$ cat config.mk
export PLATFORM = sky130hd
export DESIGN_NAME = nru_victim_sel
export DESIGN_NICKNAME = d
export VERILOG_FILES = /design/src/rtl/nru_pkg.sv /design/src/rtl/nru_frame_bank.sv /design/src/rtl/nru_lfsr.sv /design/src/rtl/nru_circ_pick.sv /design/src/rtl/nru_victim_sel.sv
export SDC_FILE = /design/constraint.sdc
export NUM_CORES = 1
export LEC_CHECK = 0
export BUFFER_PORTS_ARGS = -buffer_cell sky130_fd_sc_hd__buf_2
export CORE_ASPECT_RATIO = 1.25
export CORE_MARGIN = 8
export CORE_UTILIZATION = 68
export DETAILED_ROUTE_END_ITERATION = 6
export GPL_ROUTABILITY_DRIVEN = 0
export PLACE_DENSITY = 0.87
export RECOVER_POWER = 100
export REMOVE_ABC_BUFFERS = 1
export SYNTH_ARGS = -nofsm -noshare
export SYNTH_HDL_FRONTEND = slang
export SYNTH_SLANG_ARGS = --single-unit
$ cat constraint.sdc
create_clock -name clk -period 6.8 [get_ports clk]
set_input_delay 0.34 -clock clk [delete_from_list [all_inputs] [get_ports clk]]
set_output_delay 0.34 -clock clk [all_outputs]
set_load 0.01 [all_outputs]
$ cat src/rtl/nru_pkg.sv
package nru_pkg;
   typedef enum logic [1:0] {
      CLS_IDLE_CLEAN = 2'd0,
      CLS_IDLE_DIRTY = 2'd1,
      CLS_USED_CLEAN = 2'd2,
      CLS_USED_DIRTY = 2'd3
   } nru_cls_e;

   localparam int NUM_CLASSES = 4;

   function automatic nru_cls_e cls_of(input logic used, input logic dirty);
      return nru_cls_e'({used, dirty});
   endfunction
endpackage

$ cat src/rtl/nru_frame_bank.sv
module nru_frame_bank #(
   parameter int FRAMES = 16,
   parameter int IDX_W  = 4
) (
   input  logic              clk,
   input  logic              rst_n,
   input  logic              acc_vld,
   input  logic [IDX_W-1:0]  acc_idx,
   input  logic              acc_wr,
   input  logic              tick,
   input  logic              inv_vld,
   input  logic [IDX_W-1:0]  inv_idx,
   output logic [FRAMES-1:0] res_q,
   output logic [FRAMES-1:0] used_q,
   output logic [FRAMES-1:0] dirty_q
);
   for (genvar g = 0; g < FRAMES; g++) begin : g_frame
      logic hit_acc;
      logic hit_inv;
      assign hit_acc = acc_vld && (acc_idx == IDX_W'(g));
      assign hit_inv = inv_vld && (inv_idx == IDX_W'(g));

      always_ff @(posedge clk) begin
         if (!rst_n) begin
            res_q[g]   <= 1'b0;
            used_q[g]  <= 1'b0;
            dirty_q[g] <= 1'b0;
         end else if (hit_inv) begin
            res_q[g]   <= 1'b0;
            used_q[g]  <= 1'b0;
            dirty_q[g] <= 1'b0;
         end else begin
            if (hit_acc) begin
               res_q[g]  <= 1'b1;
               used_q[g] <= 1'b1;
            end else if (tick) begin
               used_q[g] <= 1'b0;
            end
            if (hit_acc && acc_wr) begin
               dirty_q[g] <= 1'b1;
            end
         end
      end
   end
endmodule

$ cat src/rtl/nru_lfsr.sv
module nru_lfsr #(
   parameter int             W    = 16,
   parameter logic [W-1:0]   TAPS = 16'hB400,
   parameter logic [W-1:0]   SEED = 16'hACE1
) (
   input  logic         clk,
   input  logic         rst_n,
   output logic [W-1:0] state_q
);
   if (SEED == '0) begin : g_bad_seed
      $error("nru_lfsr: SEED must be nonzero");
   end

   always_ff @(posedge clk) begin
      if (!rst_n) begin
         state_q <= SEED;
      end else if (state_q[0]) begin
         state_q <= (state_q >> 1) ^ TAPS;
      end else begin
         state_q <= state_q >> 1;
      end
   end
endmodule

$ cat src/rtl/nru_circ_pick.sv
module nru_circ_pick #(
   parameter int N     = 16,
   parameter int IDX_W = 4
) (
   input  logic [N-1:0]     mask,
   input  logic [IDX_W-1:0] start,
   output logic             found,
   output logic [IDX_W-1:0] idx
);
   localparam int SUM_W = IDX_W + 1;

   logic [2*N-1:0]   dbl;
   logic [N-1:0]     rot;
   logic [IDX_W-1:0] off;
   logic [SUM_W-1:0] sum;

   assign dbl   = {mask, mask} >> start;
   assign rot   = dbl[N-1:0];
   assign found = |mask;

   always_comb begin
      off = '0;
      for (int k = N - 1; k >= 0; k--) begin
         if (rot[k]) off = IDX_W'(k);
      end
   end

   always_comb begin
      sum = SUM_W'(start) + SUM_W'(off);
      if (sum >= SUM_W'(N)) sum = sum - SUM_W'(N);
      idx = sum[IDX_W-1:0];
   end
endmodule

$ cat src/rtl/nru_victim_sel.sv
module nru_victim_sel
   import nru_pkg::*;
#(
   parameter int                FRAMES    = 16,
   parameter int                LFSR_W    = 16,
   parameter logic [LFSR_W-1:0] LFSR_TAPS = 16'hB400,
   parameter logic [LFSR_W-1:0] LFSR_SEED = 16'hACE1,
   localparam int               IDX_W     = (FRAMES > 1) ? $clog2(FRAMES) : 1
) (
   input  logic             clk,
   input  logic             rst_n,
   input  logic             acc_vld,
   input  logic [IDX_W-1:0] acc_idx,
   input  logic             acc_wr,
   input  logic             tick,
   input  logic             inv_vld,
   input  logic [IDX_W-1:0] inv_idx,
   input  logic             vreq,
   output logic             victim_vld,
   output logic [IDX_W-1:0] victim_idx,
   output logic [1:0]       victim_cls
);
   localparam bit IS_POW2 = (FRAMES & (FRAMES - 1)) == 0;

   if (FRAMES < 2) begin : g_bad_frames
      $error("nru_victim_sel: FRAMES must be at least 2");
   end
   if (LFSR_W < IDX_W) begin : g_bad_lfsr
      $error("nru_victim_sel: LFSR_W must cover the frame index");
   end

   logic [FRAMES-1:0] res_q, used_q, dirty_q;
   logic [LFSR_W-1:0] lfsr_q;
   logic [IDX_W-1:0]  start_idx;

   nru_frame_bank #(.FRAMES(FRAMES), .IDX_W(IDX_W)) u_bank (
      .clk(clk), .rst_n(rst_n),
      .acc_vld(acc_vld), .acc_idx(acc_idx), .acc_wr(acc_wr),
      .tick(tick), .inv_vld(inv_vld), .inv_idx(inv_idx),
      .res_q(res_q), .used_q(used_q), .dirty_q(dirty_q)
   );

   nru_lfsr #(.W(LFSR_W), .TAPS(LFSR_TAPS), .SEED(LFSR_SEED)) u_lfsr (
      .clk(clk), .rst_n(rst_n), .state_q(lfsr_q)
   );

   if (IS_POW2) begin : g_start_pow2
      assign start_idx = lfsr_q[IDX_W-1:0];
   end else begin : g_start_mod
      logic [LFSR_W-1:0] rem;
      assign rem       = lfsr_q % LFSR_W'(FRAMES);
      assign start_idx = rem[IDX_W-1:0];
   end

   // one membership mask per class
   logic [FRAMES-1:0] cls_mask [NUM_CLASSES];
   for (genvar c = 0; c < NUM_CLASSES; c++) begin : g_cls
      for (genvar f = 0; f < FRAMES; f++) begin : g_mem
         assign cls_mask[c][f] = res_q[f] && (cls_of(used_q[f], dirty_q[f]) == nru_cls_e'(c));
      end
   end

   nru_cls_e          low_cls;
   logic [FRAMES-1:0] low_mask;
   always_comb begin
      low_cls  = CLS_USED_DIRTY;
      low_mask = cls_mask[NUM_CLASSES-1];
      for (int c = NUM_CLASSES - 2; c >= 0; c--) begin
         if (|cls_mask[c]) begin
            low_cls  = nru_cls_e'(c);
            low_mask = cls_mask[c];
         end
      end
   end

   logic             pick_found;
   logic [IDX_W-1:0] pick_idx;
   nru_circ_pick #(.N(FRAMES), .IDX_W(IDX_W)) u_pick (
      .mask(low_mask), .start(start_idx), .found(pick_found), .idx(pick_idx)
   );

   always_ff @(posedge clk) begin
      if (!rst_n) begin
         victim_vld <= 1'b0;
         victim_idx <= '0;
         victim_cls <= '0;
      end else begin
         victim_vld <= vreq && pick_found;
         if (vreq && pick_found) begin
            victim_idx <= pick_idx;
            victim_cls <= low_cls;
         end
      end
   end
endmodule

==> flow_summary_export.csv <==
group,metric,value,unit
pwr,leakage,0.00209,uW
synthesis,syn_area,0.00534,mm^2
run_status,status,"complete, but fails checks",
clock_network,cts_buffers,9,
die,core,0.00770,mm^2
routing,wirelength,16.8,mm
final_layout,n_antenna_cell,0,
critical_path,critPathKind,"flip-flop to flip-flop",
synthesis,synth-edff-count,0,
synthesis,ys_warn_count,0,
sta,clock_skew,0.0139,ns
clock_network,hold_buffers,0,
clock_network,tritoncts,"built",
sta,fmax,0.171,GHz
grt,top_usage_layer,"met2",
synthesis,yosys.area_share.adder,1.08,%
synthesis,synth_ff_type,"dfxtp_1",
run,cap_violations,1,
sta,rsz0062_at_grt,"false",
clock_network,clockBufferDepth,2,
grt,grt_pass1_vias,5574,
grt,grtUsageTotal,31.8,%
routing,drtAntennaViolNets,0,
grt,grtUsageMet1,35.9,%
sta,worstMarginPinSlew,1.88,ns
sta,period_minus_slack,5.84,ns
critical_path,required,7.04,ns
grt,grt_overflow,0,
critical_path,endpoint_kind,"flip-flop",
clock_network,clock_latency,0.36,ns
grt,grt_start_max_net_pins,33,
synthesis,synth_compound_area_share,27.3,%
min_path,hold_path.class,"input port to flip-flop",
grt,grt_pass1_wl,27.8,mm
critical_path,worstSetupStartpointType,"flip-flop",
routing,num_vias,5773,
placed_design,port_buffers,21,
clock_network,clkSinkCount,71,
synthesis,synth_top_family_by_area,"simple AND/OR/NAND/NOR gates",
grt,use_met2,53.0,%
critical_path,path_cells,"nand3b_1 -> nand4_1 -> nor4_1 -> and3_1 -> a21boi_0 -> o21ai_0 -> mux4_2 -> mux2i_1 -> a21oi_1 -> o2111a_1 -> o311ai_0 -> a31oi_1 -> ha_1 -> a21o_1 -> a21oi_1 -> xnor2_1 -> nor3_1 -> o2111ai_1 -> o211ai_1",
routing,drtPass1Iterations,7,
sta,final-hold-violation-count,0,
routing,vias_per_cell,7.34,
sta,finalMaxSlewViolations,11,
synthesis,netlist_instances,685,
pwr,design_power_total,974,uW
routing,drc,0,
critical_path,crit_top_cell,"a21oi_1",
sta,period_share,86.0,%
synthesis,synth-seq-cells,71,
clock_network,cts_root_buf,"clkbuf_8",
routing,drt_iter0_markers,603,
die,start_util,69.3,%
placed_design,pre_cts_slack,1.38,ns
sta,layout_setup_ws,0.955,ns
run_status,violations,"capacitance limit, slew limit",
synthesis,synth_xor_area_share,1.48,%
pwr,ir_drop,0.000160,V
grt,antenna_found_initial,1,
clock_network,htree_num_levels,3,
final_layout,area_growth,4.83,%
critical_path,worst_path_largest_cell_delay,0.72,ns
critical_path,path_buf_inv,0,
sta,setup_viol,0,
synthesis,synth_cell_types,85,
final_layout,layout-drive-gt1-share,10.7,%
sta,setup_tns,0,ns
synthesis,async_reset_ff_share,0,%
synthesis,yosys.area_share.simple,30.4,%
die,rows,36,
synthesis,ys_seq_area_share,26.6,%
die,die_y,115,um
critical_path,cp_slowest_cell,"and3_1",
critical_path,crit_fanout,19,
clock_network,ctsResizeCount,0,
clock_network,cts_setup_buffers,0,
sta,relSlewSlack,-27.2,%
routing,wire_per_inst,21.3,um
synthesis,syn_area_per_cell,7.79,um^2
placed_design,dp_hpwl,12.0,mm
final_layout,nets,706,
die,die-area,0.0110,mm^2
die,io_pins,22,
clock_network,cts.reportedPaths.clkPinSlew,0.09,ns
critical_path,cp_data_arrival_time,6.08,ns
pwr,p_per_area,174,mW/mm^2
grt,gr-usage-met3,6.53,%
die,die_w,95.2,um
critical_path,critPathTopFamily,"compound AO/OA/AOI/OAI gates",
synthesis,synthMuxAreaShare,8.96,%
==> through the flow <==
step | area, um^2 | hold slack [ns] | utilization [%] | cells
after floorplan | 5180 | 0.386 | - | 651
after global placement | 5430 | 0.393 | 70.5 | 771
after detailed placement | 5430 | 0.399 | 70.5 | 771
after CTS | 5630 | 0.383 | 73.0 | 787
after global routing | 5590 | 0.418 | 72.6 | 787
final | 5590 | 0.403 | 72.6 | 787
==> cell usage after synthesis, drive strengths merged, types with 12 or more instances <==
master / count / area share (%)
a21oi: 57 / 5.3
and3: 14 / 1.6
buf: 13 / 1.5
clkbuf: 21 / 1.5
dfxtp: 71 / 27
inv: 16 / 1.1
mux2i: 14 / 2.7
nand2: 42 / 3.0
nand2b: 19 / 2.3
nand3: 18 / 1.8
nand3b: 21 / 3.0
nand4: 12 / 1.4
nor2: 104 / 7.6
nor3: 22 / 2.2
o211ai: 14 / 2.0
o21ai: 48 / 4.6
==> cells in the final DEF (no fill, tap or decap), types with 4 or more instances in the layout <==
cell type,n
nor2_1,103
dfxtp_1,71
a21oi_1,57
nand2_1,42
o21ai_0,39
nand3b_1,21
nor3_1,21
nand2b_1,18
nand3_1,17
inv_1,15
and3_1,14
o211ai_1,14
mux2i_1,14
buf_2,13
nand4_1,12
mux4_2,11
nor2b_1,10
o22ai_1,9
nor3b_1,9
xnor2_1,9
clkbuf_8,9
clkbuf_1,9
o2111ai_1,8
o21ai_1,8
o211a_1,8
a21boi_0,7
a31oi_1,6
and2_1,6
a22oi_1,5
a211oi_1,5
mux2_2,5
a2111oi_2,4
o21a_1,4
and2_0,4
==> power by group <==
part	internal (uW)	leakage, uW	total [uW]	switching (uW)
logic	65.6	0.00142	188	122
clock network	170	0.0000998	342	172
registers	429	0.000578	444	14.7
==> cells by family after synthesis <==
| group | after synthesis |
|---|---|
| multiplexers | 32 |
| adder cells (fa/ha/maj) | 4 |
| buffers and inverters | 51 |
| flip-flops | 71 |
| AND/OR/NAND/NOR | 306 |
| XOR/XNOR | 9 |
| AO/OA/AOI/OAI | 212 |
==> path summary, 6_finish.rpt <==
kind	start	to	slack (ns)	cells past startpoint
setup / recovery	u_bank.used_q[7]$_SDFFE_PP0P_	victim_idx[3]$_SDFFE_PN0P_	0.96	19
hold / removal	acc_idx[0]	u_bank.res_q[4]$_SDFFE_PP0P_	0.40	4
setup reg to reg	u_bank.used_q[7]$_SDFFE_PP0P_	victim_idx[3]$_SDFFE_PN0P_	0.96	19
hold reg to reg	u_lfsr.state_q[7]$_SDFF_PN1_	u_lfsr.state_q[6]$_SDFF_PN1_	0.42	1
==> worst min-delay path, cell delays in order <==
cell and delay, ns:
buf_2 0.14, nor3_1 0.09, nor2_1 0.09, nor2_1 0.05
==> layout make-up <==
cell class              instances  area, um^2
clock buffers                   9         124
clock inverters                 7        70.1
fillers                       593        2110
inverters                      17        63.8
multi-input cells             563        3670
flip-flops and latches         71        1420
well taps                      95         119
repair buffers                 25         121
==> flip-flops by register name (all words and copies together), names as in the netlist <==
signal / flops
u_bank.res_q: 16
u_lfsr.state_q: 16
victim_cls: 2
u_bank.dirty_q: 16
u_bank.used_q: 16
victim_idx: 4
victim_vld: 1
==> layer usage <==
metal	part of all wire (%)	up-vias
met5	0.077	-
met3	9.8	109
li1	-	2566
met4	5.9	2
met1	36	2648
met2	48	448
(Power assumes the default switching activity.)
